==> config.mk <==
export PLATFORM = sky130hd
export DESIGN_NAME = tagged_alu
export DESIGN_NICKNAME = d
export VERILOG_FILES = /design/src/rtl/tagged_alu_pkg.sv /design/src/rtl/tag_canon.sv /design/src/rtl/tag_join.sv /design/src/rtl/tagged_alu_core.sv /design/src/rtl/tagged_alu.sv
export SDC_FILE = /design/constraint.sdc
export NUM_CORES = 1
export LEC_CHECK = 0
export BUFFER_PORTS_ARGS = -buffer_cell sky130_fd_sc_hd__buf_2
export CORE_MARGIN = 3
export CORE_UTILIZATION = 57
export CTS_CLUSTER_DIAMETER = 80
export DETAILED_ROUTE_END_ITERATION = 7
export PLACE_DENSITY_LB_ADDON = 0.15
export SYNTH_ARGS = -nofsm -noshare
export SYNTH_HDL_FRONTEND = slang
export SYNTH_SLANG_ARGS = --single-unit
==> constraint.sdc <==
create_clock -name clk_i -period 1.5 [get_ports clk_i]
set_input_delay 0.075 -clock clk_i [delete_from_list [all_inputs] [get_ports clk_i]]
set_output_delay 0.075 -clock clk_i [all_outputs]
set_load 0.1 [all_outputs]
==> src/rtl/tagged_alu_pkg.sv <==
`timescale 1ns/1ps
package tagged_alu_pkg;
  localparam int TAG_W = 4;
  localparam int OP_W  = 3;
  localparam int NUM_W = 4;

  localparam logic [TAG_W-1:0] T_U8  = 4'd0;
  localparam logic [TAG_W-1:0] T_U64 = 4'd3;
  localparam logic [TAG_W-1:0] T_I16 = 4'd5;
  localparam logic [TAG_W-1:0] T_PTR = 4'd8;

  typedef enum logic [OP_W-1:0] {
    OP_ADD, OP_SUB, OP_AND, OP_OR, OP_XOR, OP_LT, OP_EQ, OP_CAST
  } op_e;

  function automatic logic tag_ok(input logic [TAG_W-1:0] t);
    return t <= T_PTR;
  endfunction

  function automatic logic [1:0] tag_wc(input logic [TAG_W-1:0] t);
    return (t == T_PTR) ? 2'd3 : t[1:0];
  endfunction

  function automatic logic tag_sgn(input logic [TAG_W-1:0] t);
    return !t[3] && t[2];
  endfunction
endpackage

==> src/rtl/tag_canon.sv <==
`timescale 1ns/1ps
module tag_canon
  import tagged_alu_pkg::*;
#(
  parameter int DATA_W = 64
) (
  input  logic [DATA_W-1:0] val_i,
  input  logic [TAG_W-1:0]  tag_i,
  output logic [DATA_W-1:0] val_o
);
  logic [DATA_W-1:0] ext [NUM_W];
  logic              sgn;

  assign sgn = tag_sgn(tag_i);

  for (genvar k = 0; k < NUM_W; k++) begin : g_w
    localparam int W = 8 << k;
    if (W < DATA_W) begin : g_cut
      assign ext[k] = {{(DATA_W-W){sgn & val_i[W-1]}}, val_i[W-1:0]};
    end else begin : g_full
      assign ext[k] = val_i;
    end
  end

  assign val_o = ext[tag_wc(tag_i)];
endmodule

==> src/rtl/tag_join.sv <==
`timescale 1ns/1ps
module tag_join
  import tagged_alu_pkg::*;
(
  input  logic [TAG_W-1:0] a_tag_i,
  input  logic [TAG_W-1:0] b_tag_i,
  output logic [TAG_W-1:0] tag_o
);
  logic [1:0] wa, wb;

  assign wa = tag_wc(a_tag_i);
  assign wb = tag_wc(b_tag_i);

  always_comb begin
    if (a_tag_i == T_PTR || b_tag_i == T_PTR) tag_o = T_PTR;
    else if (wa > wb)                         tag_o = a_tag_i;
    else if (wb > wa)                         tag_o = b_tag_i;
    else if (tag_sgn(a_tag_i) == tag_sgn(b_tag_i)) tag_o = a_tag_i;
    else                                      tag_o = {2'b00, wa}; // unsigned of same width
  end
endmodule

==> src/rtl/tagged_alu_core.sv <==
`timescale 1ns/1ps
module tagged_alu_core
  import tagged_alu_pkg::*;
#(
  parameter int DATA_W = 64
) (
  input  logic [OP_W-1:0]   op_i,
  input  logic [1:0]        present_i,
  input  logic [DATA_W-1:0] a_val_i,
  input  logic [TAG_W-1:0]  a_tag_i,
  input  logic [DATA_W-1:0] b_val_i,
  input  logic [TAG_W-1:0]  b_tag_i,
  input  logic [TAG_W-1:0]  cast_tag_i,
  output logic [DATA_W-1:0] val_o,
  output logic [TAG_W-1:0]  tag_o,
  output logic              illegal_o
);
  op_e               op;
  logic [DATA_W-1:0] a_c, b_c, b_raw, raw;
  logic [TAG_W-1:0]  b_tag_eff, join_tag, res_tag;
  logic [DATA_W-1:0] res_c;
  logic              b_used, bad;

  assign op        = op_e'(op_i);
  // absent b: implicit one in a's type (only add may rely on it)
  assign b_raw     = present_i[1] ? b_val_i : DATA_W'(1);
  assign b_tag_eff = present_i[1] ? b_tag_i : a_tag_i;
  assign b_used    = (op != OP_CAST) && present_i[1];

  tag_canon #(.DATA_W(DATA_W)) u_canon_a (.val_i(a_val_i), .tag_i(a_tag_i),   .val_o(a_c));
  tag_canon #(.DATA_W(DATA_W)) u_canon_b (.val_i(b_raw),   .tag_i(b_tag_eff), .val_o(b_c));
  tag_join u_join (.a_tag_i(a_tag_i), .b_tag_i(b_tag_eff), .tag_o(join_tag));

  always_comb begin
    raw     = '0;
    res_tag = join_tag;
    unique case (op)
      OP_ADD:  raw = a_c + b_c;
      OP_SUB:  raw = a_c - b_c;
      OP_AND:  raw = a_c & b_c;
      OP_OR:   raw = a_c | b_c;
      OP_XOR:  raw = a_c ^ b_c;
      OP_LT: begin
        raw     = DATA_W'(tag_sgn(a_tag_i) ? ($signed(a_c) < $signed(b_c)) : (a_c < b_c));
        res_tag = T_U8;
      end
      OP_EQ: begin
        raw     = DATA_W'(a_c == b_c);
        res_tag = T_U8;
      end
      OP_CAST: begin
        raw     = a_c;
        res_tag = cast_tag_i;
      end
      default: ;
    endcase
  end

  tag_canon #(.DATA_W(DATA_W)) u_canon_r (.val_i(raw), .tag_i(res_tag), .val_o(res_c));

  always_comb begin
    bad = !present_i[0] || !tag_ok(a_tag_i) || (b_used && !tag_ok(b_tag_i));
    if (op == OP_CAST) bad = bad || !tag_ok(cast_tag_i);
    if (op != OP_ADD && op != OP_CAST && !present_i[1]) bad = 1'b1;
  end

  assign illegal_o = bad;
  assign val_o     = bad ? '0 : res_c;
  assign tag_o     = bad ? T_U8 : res_tag;
endmodule

==> src/rtl/tagged_alu.sv <==
`timescale 1ns/1ps
module tagged_alu
  import tagged_alu_pkg::*;
#(
  parameter int DATA_W = 64
) (
  input  logic              clk_i,
  input  logic              rst_ni,
  input  logic              in_valid_i,
  input  logic [2:0]        op_i,
  input  logic [1:0]        present_i,
  input  logic [DATA_W-1:0] a_val_i,
  input  logic [3:0]        a_tag_i,
  input  logic [DATA_W-1:0] b_val_i,
  input  logic [3:0]        b_tag_i,
  input  logic [3:0]        cast_tag_i,
  output logic              res_valid_o,
  output logic [DATA_W-1:0] res_val_o,
  output logic [3:0]        res_tag_o,
  output logic              illegal_o
);
  logic [DATA_W-1:0] val_d;
  logic [TAG_W-1:0]  tag_d;
  logic              ill_d;

  tagged_alu_core #(.DATA_W(DATA_W)) u_core (
    .op_i       (op_i),
    .present_i  (present_i),
    .a_val_i    (a_val_i),
    .a_tag_i    (a_tag_i),
    .b_val_i    (b_val_i),
    .b_tag_i    (b_tag_i),
    .cast_tag_i (cast_tag_i),
    .val_o      (val_d),
    .tag_o      (tag_d),
    .illegal_o  (ill_d)
  );

  always_ff @(posedge clk_i or negedge rst_ni) begin
    if (!rst_ni) begin
      res_valid_o <= 1'b0;
      res_val_o   <= '0;
      res_tag_o   <= '0;
      illegal_o   <= 1'b0;
    end else begin
      res_valid_o <= in_valid_i;
      if (in_valid_i) begin
        res_val_o <= val_d;
        res_tag_o <= tag_d;
        illegal_o <= ill_d;
      end
    end
  end
endmodule

==> impl_metrics.csv, run 1 <==
group,metric,value,unit
clock_tree,hold_buffers,1,
floorplan,ios,218,
floorplan,die_w,178.7,um
clock_tree,cts_resized,335,
synthesis,yosys_register_bits,70,
synthesis,yosys.area_share.simple,20.99,%
synthesis,synth_compound_area_share,41.52,%
placement,post-dp-hpwl,72.55,mm
synthesis,synth_ff_type,"dfrtp_1",
synthesis,synthCells,2566,
synthesis,synth_warnings,0,
synthesis,synth_cell_types,114,
synthesis,ys_seq_area_share,10.31,%
clock_tree,cts_setup_buffers,80,
clock_tree,clock_path_buffers,2,
placement,io_buffers,217,
placement,gp_congestion,1.214,
run_status,stop_stage,"4_1_cts",
synthesis,synth_edf_count,0,
synthesis,synth_top_family_by_area,"compound AO/OA/AOI/OAI gates",
synthesis,synth_area_per_cell,6.622,um^2
synthesis,synthXorXnorAreaFrac,1.701,%
clock_tree,clock-root-buffer,"clkbuf_16",
synthesis,synthAdderAreaFrac,14.58,%
clock_tree,cts-buffers-inserted,9,
run_status,firstError,"[ERROR DPL-0033] detailed placement checks failed during check placement.",
floorplan,die_y,178.7,um
synthesis,synth.area.mux_share,0.8395,%
floorplan,start_util,58.56,%
synthesis,syn_area,16990,um^2
synthesis,async_flop_share,100.0,%
clock_tree,htreeDepth,3,
synthesis,synth_nets,2910,
run_status,outcome,"did not finish",
clock_tree,cts.sinks,70,
floorplan,rows,62,
==> metrics by stage <==
step                      setup TNS (ns)  std cells  hold WS (ns)  cell area (um^2)  setup slack, ns
after global placement           -170.13       3867       0.06884             25330           -3.372
after detailed placement         -184.77       3867       0.07767             25330           -3.669
after floorplan                  -136.71       2566       -0.2206             17980           -2.423
==> cells in the mapped netlist (17+ instances only) <==
cell type	instances	area (um^2)
a21oi_1	411	2057
nor2_1	255	957.2
inv_1	225	844.6
nand2_1	207	777.0
ha_1	194	2427
o21ai_0	164	820.8
clkbuf_1	109	409.1
dfrtp_1	70	1752
o22ai_1	63	394.1
nand3_1	53	265.3
o21bai_1	42	315.3
nor3_1	39	195.2
o31ai_1	38	285.3
nand4_1	33	206.5
a21o_1	32	240.2
buf_2	32	160.2
xnor2_1	31	271.5
nor4_1	30	187.7
o221ai_1	29	254.0
nor2b_1	27	168.9
o2bb2ai_1	26	227.7
a22oi_1	22	165.2
buf_1	22	82.58
a211oi_1	21	157.7
a31oi_1	20	125.1
a221oi_1	17	148.9
o21a_1	17	127.6
==> logic make-up after synthesis <==
family | count (synthesis)
AOI/OAI and AO/OA | 1090
and+or+nand+nor | 749
buffers and inverters | 413
adders and majority gates | 197
DFF | 70
xor gates and xnor gates | 33
muxes | 14
==> inputs of run 2 (changes only) <==
--- a/config.mk
+++ b/config.mk
@@ -7,8 +7,7 @@
 export LEC_CHECK = 0
 export BUFFER_PORTS_ARGS = -buffer_cell sky130_fd_sc_hd__buf_2
 export CORE_MARGIN = 3
-export CORE_UTILIZATION = 57
-export CTS_CLUSTER_DIAMETER = 80
+export CORE_UTILIZATION = 40
 export DETAILED_ROUTE_END_ITERATION = 7
 export PLACE_DENSITY_LB_ADDON = 0.15
 export SYNTH_ARGS = -nofsm -noshare
==> impl_metrics.csv, run 2 <==
group,metric,value,unit
run_status,outcome,"finished, violations left",
run_status,violations,"negative setup slack",
synthesis,async_flop_share,100.0,%
clock_tree,clk_pin_slew,0.07,ns
synthesis,synth_warnings,0,
global_routing,grt_pass1_vias,26330,
route,dr.pass1.iters,7,
route,vias,26450,
global_routing,grt-ovfl-total,0,
route,drt_iter0_drc,2918,
synthesis,synth_top_cell_by_area,"ha_1",
pwr,peakVddDrop,0.6191,mV
clock_tree,cts.sinks,70,
floorplan,coreArea,41390,um^2
layout,nNetsFinal,4040,
route,wl_per_cell,24.95,um
pwr,power,25.61,mW
floorplan,start_util,41.05,%
global_routing,grt_max_degree,49,
placement,post-dp-hpwl,78.39,mm
worst_setup_path,start_kind,"input port",
layout,regMostFlops,"res_val_o",
route,drc,0,
synthesis,synth.top_cell.area_share,14.29,%
worst_setup_path,crit_fanout,9,
floorplan,ios,218,
floorplan,die_w,212.1,um
global_routing,grt_use_total,44.43,%
layout,largest_reg_flops,64,
clock_tree,clock_path_buffers,2,
synthesis,synth_cell_types,114,
clock_tree,clock-root-buffer,"clkbuf_16",
synthesis,synth_nets,2910,
hold_path,hold_class,"input port to asynchronous set/reset pin",
layout,reg_top3,"res_val_o (64), res_tag_o (4)",
route,antenna_left,0,
global_routing,antenna_found_initial,6,
layout,final_cells,4239,
synthesis,synthTopCellsByCount,"411 x a21oi_1, 255 x nor2_1, 225 x inv_1, 207 x nand2_1, 194 x ha_1",
floorplan,die_area,44990,um^2
synthesis,synth_edf_count,0,
timing,rsz0062_at_grt,"true",
layout,final_cell_mix,"951 x buf_4, 348 x a21oi_1, 211 x nor2_1, 210 x inv_1, 207 x buf_2",
pwr,leakage,14.34,nW
placement,placedCellCount,4068,
timing,fin_crit,4.145,ns
synthesis,post-synth-top-count-cell,"a21oi_1",
synthesis,yosys_register_bits,70,
timing,setup_viol,68,
timing,setup_ws,-2.645,ns
layout,syn2layout_area_growth,79.12,%
worst_setup_path,crit_top_cell,"buf_4",
clock_tree,htreeDepth,3,
synthesis,synth_area_leaders,"ha_1 14%, a21oi_1 12%, dfrtp_1 10%, nor2_1 5.6%, inv_1 5.0%",
placement,post-place-ws,-3.598,ns
worst_setup_path,path_cells,"buf_8 > nor3_4 > nand3_2 > a21boi_4 > a21boi_2 > o21ai_1 > o21ai_1 > o21a_4 > buf_4 > a21oi_4 > ha_4 > buf_4 > inv_2 > nand2_1 > a311oi_2 > a211oi_4 > a2111oi_4 > a31oi_1 > buf_4 > o21a_4 > a221oi_4 > nor4_1 > nor3_1 > o311ai_2",
floorplan,die_y,212.1,um
clock_tree,cts_tree,"done",
timing,hold_viol_final,0,
pwr,powerDensity,841.5,nW/um^2
route,via_per_inst,6.240,
clock_tree,insertion_delay,0.40,ns
worst_setup_path,slowest_delay,0.43,ns
synthesis,synth_ff_type,"dfrtp_1",
timing,drv_slew,0,
timing,relSlewSlack,50.70,%
placement,gp_congestion,1.103,
synthesis,ys_seq_area_share,10.31,%
worst_setup_path,worst-setup-path-type,"input port to register",
layout,fillers,3243,
synthesis,syn_area,16990,um^2
timing,whs,0.1332,ns
job,max_cap_violations,0,
timing,max_freq,0.2413,GHz
timing,fin_crit_sh,276.3,%
route,routed_wl,105.7,mm
worst_setup_path,crit_required,1.78,ns
synthesis,synthCells,2566,
worst_setup_path,cp.arrival,4.42,ns
synthesis,synth_area_per_cell,6.622,um^2
global_routing,grt_pass1_wl,153.4,mm
layout,drive_gt1_share,48.18,%
worst_setup_path,cp-end-kind,"register",
timing,worst_pin_slew,0.7395,ns
timing,fin_skew,0,ns
clock_tree,cts-buffers-inserted,9,
placement,io_buffers,217,
floorplan,rows,74,
worst_setup_path,cpMaxStageDelayCell,"a2111oi_4",
layout,final_common_cell,"buf_4",
[run 2: cell counts after synthesis]
Identical to the previous run, type by type.
[run 2: cells by family (layout without fill, tap and decap cells)]
family,Yosys count,count (layout),synth area share [%]
flops,70,70,10.31
simple gates,749,749,20.99
buf+inv,413,1548,10.06
mux,14,14,0.8395
compound gates,1090,1090,41.52
other cells,0,6,0
xor+xnor,33,33,1.701
fa+ha+maj,197,197,14.58
[run 2: final timing paths]
path                          startpoint            end  slack (ns)  depth (start not counted)
hold reg to reg            res_val_o[16]  res_val_o[16]        0.48                          1
setup reg to reg           res_val_o[62]  res_val_o[62]        0.20                          5
hold / removal                    rst_ni      illegal_o        0.13                          2
setup / recovery              b_tag_i[2]  res_val_o[54]       -2.64                         24
max in group asynchronous         rst_ni  res_val_o[21]        0.72                          3
min in group clk_i            in_valid_i    res_valid_o        0.22                          3
[run 2: worst max-delay path, delay by kind of cell]
family,cells,cell delay [ns]
adder cells (fa/ha/maj),1,0.26
AND/OR/NAND/NOR,5,0.75
AO/OA/AOI/OAI,13,2.62
buffers and inverters,5,0.72
[run 2: final cells by class]
type,count,area (um^2),area share (%)
Inverter,236,904.6,2.972
Clock inverter,7,145.1,0.4769
Clock buffer,9,225.2,0.7400
Timing Repair Buffer,1296,10200,33.52
Tap cell,532,665.6,2.187
Sequential cell,70,1752,5.755
Antenna cell,6,15.01,0.04933
Multi-Input combinational cell,2083,16530,54.30
[run 2: power by group]
group / leakage, nW / internal, mW / total, mW / switching (mW)
combinational: 13.2 / 9.00 / 20.5 / 11.5
clock: 0.176 / 1.80 / 3.00 / 1.19
sequential: 0.959 / 2.02 / 2.13 / 0.103
[run 2: stage by stage]
step | instance area [um^2] | util [%] | setup TNS (ns)
6_report | 30440 | 73.54 | -142.37
5_1_grt | 30430 | 73.53 | -149.06
4_1_cts | 29440 | 71.13 | -140.51
3_5_place_dp | 25980 | 62.76 | -185.51
3_3_place_gp | 25980 | 62.76 | -182.81
2_1_floorplan | 17980 | - | -136.71
[run 2: routing by layer]
layer | routed length (um) | GRT usage, % | up-vias
li1 | - | - | 11650
met1 | 39950 | 54.06 | 12470
met2 | 46220 | 70.13 | 1823
met3 | 11350 | 9.252 | 506
met4 | 8219 | 31.18 | 0
met5 | 0 | 0 | -
[run 2: timing repair]
action	4_1_cts	5_1_grt
hold buffers	1	0
endpoints found under the hold margin	70	0
pin swaps	126	111
setup endpoints to repair	68	68
cloned	5	3
setup buffers	127	47
resized for setup	439	188
No activity file was read; power rests on OpenSTA's default activity.
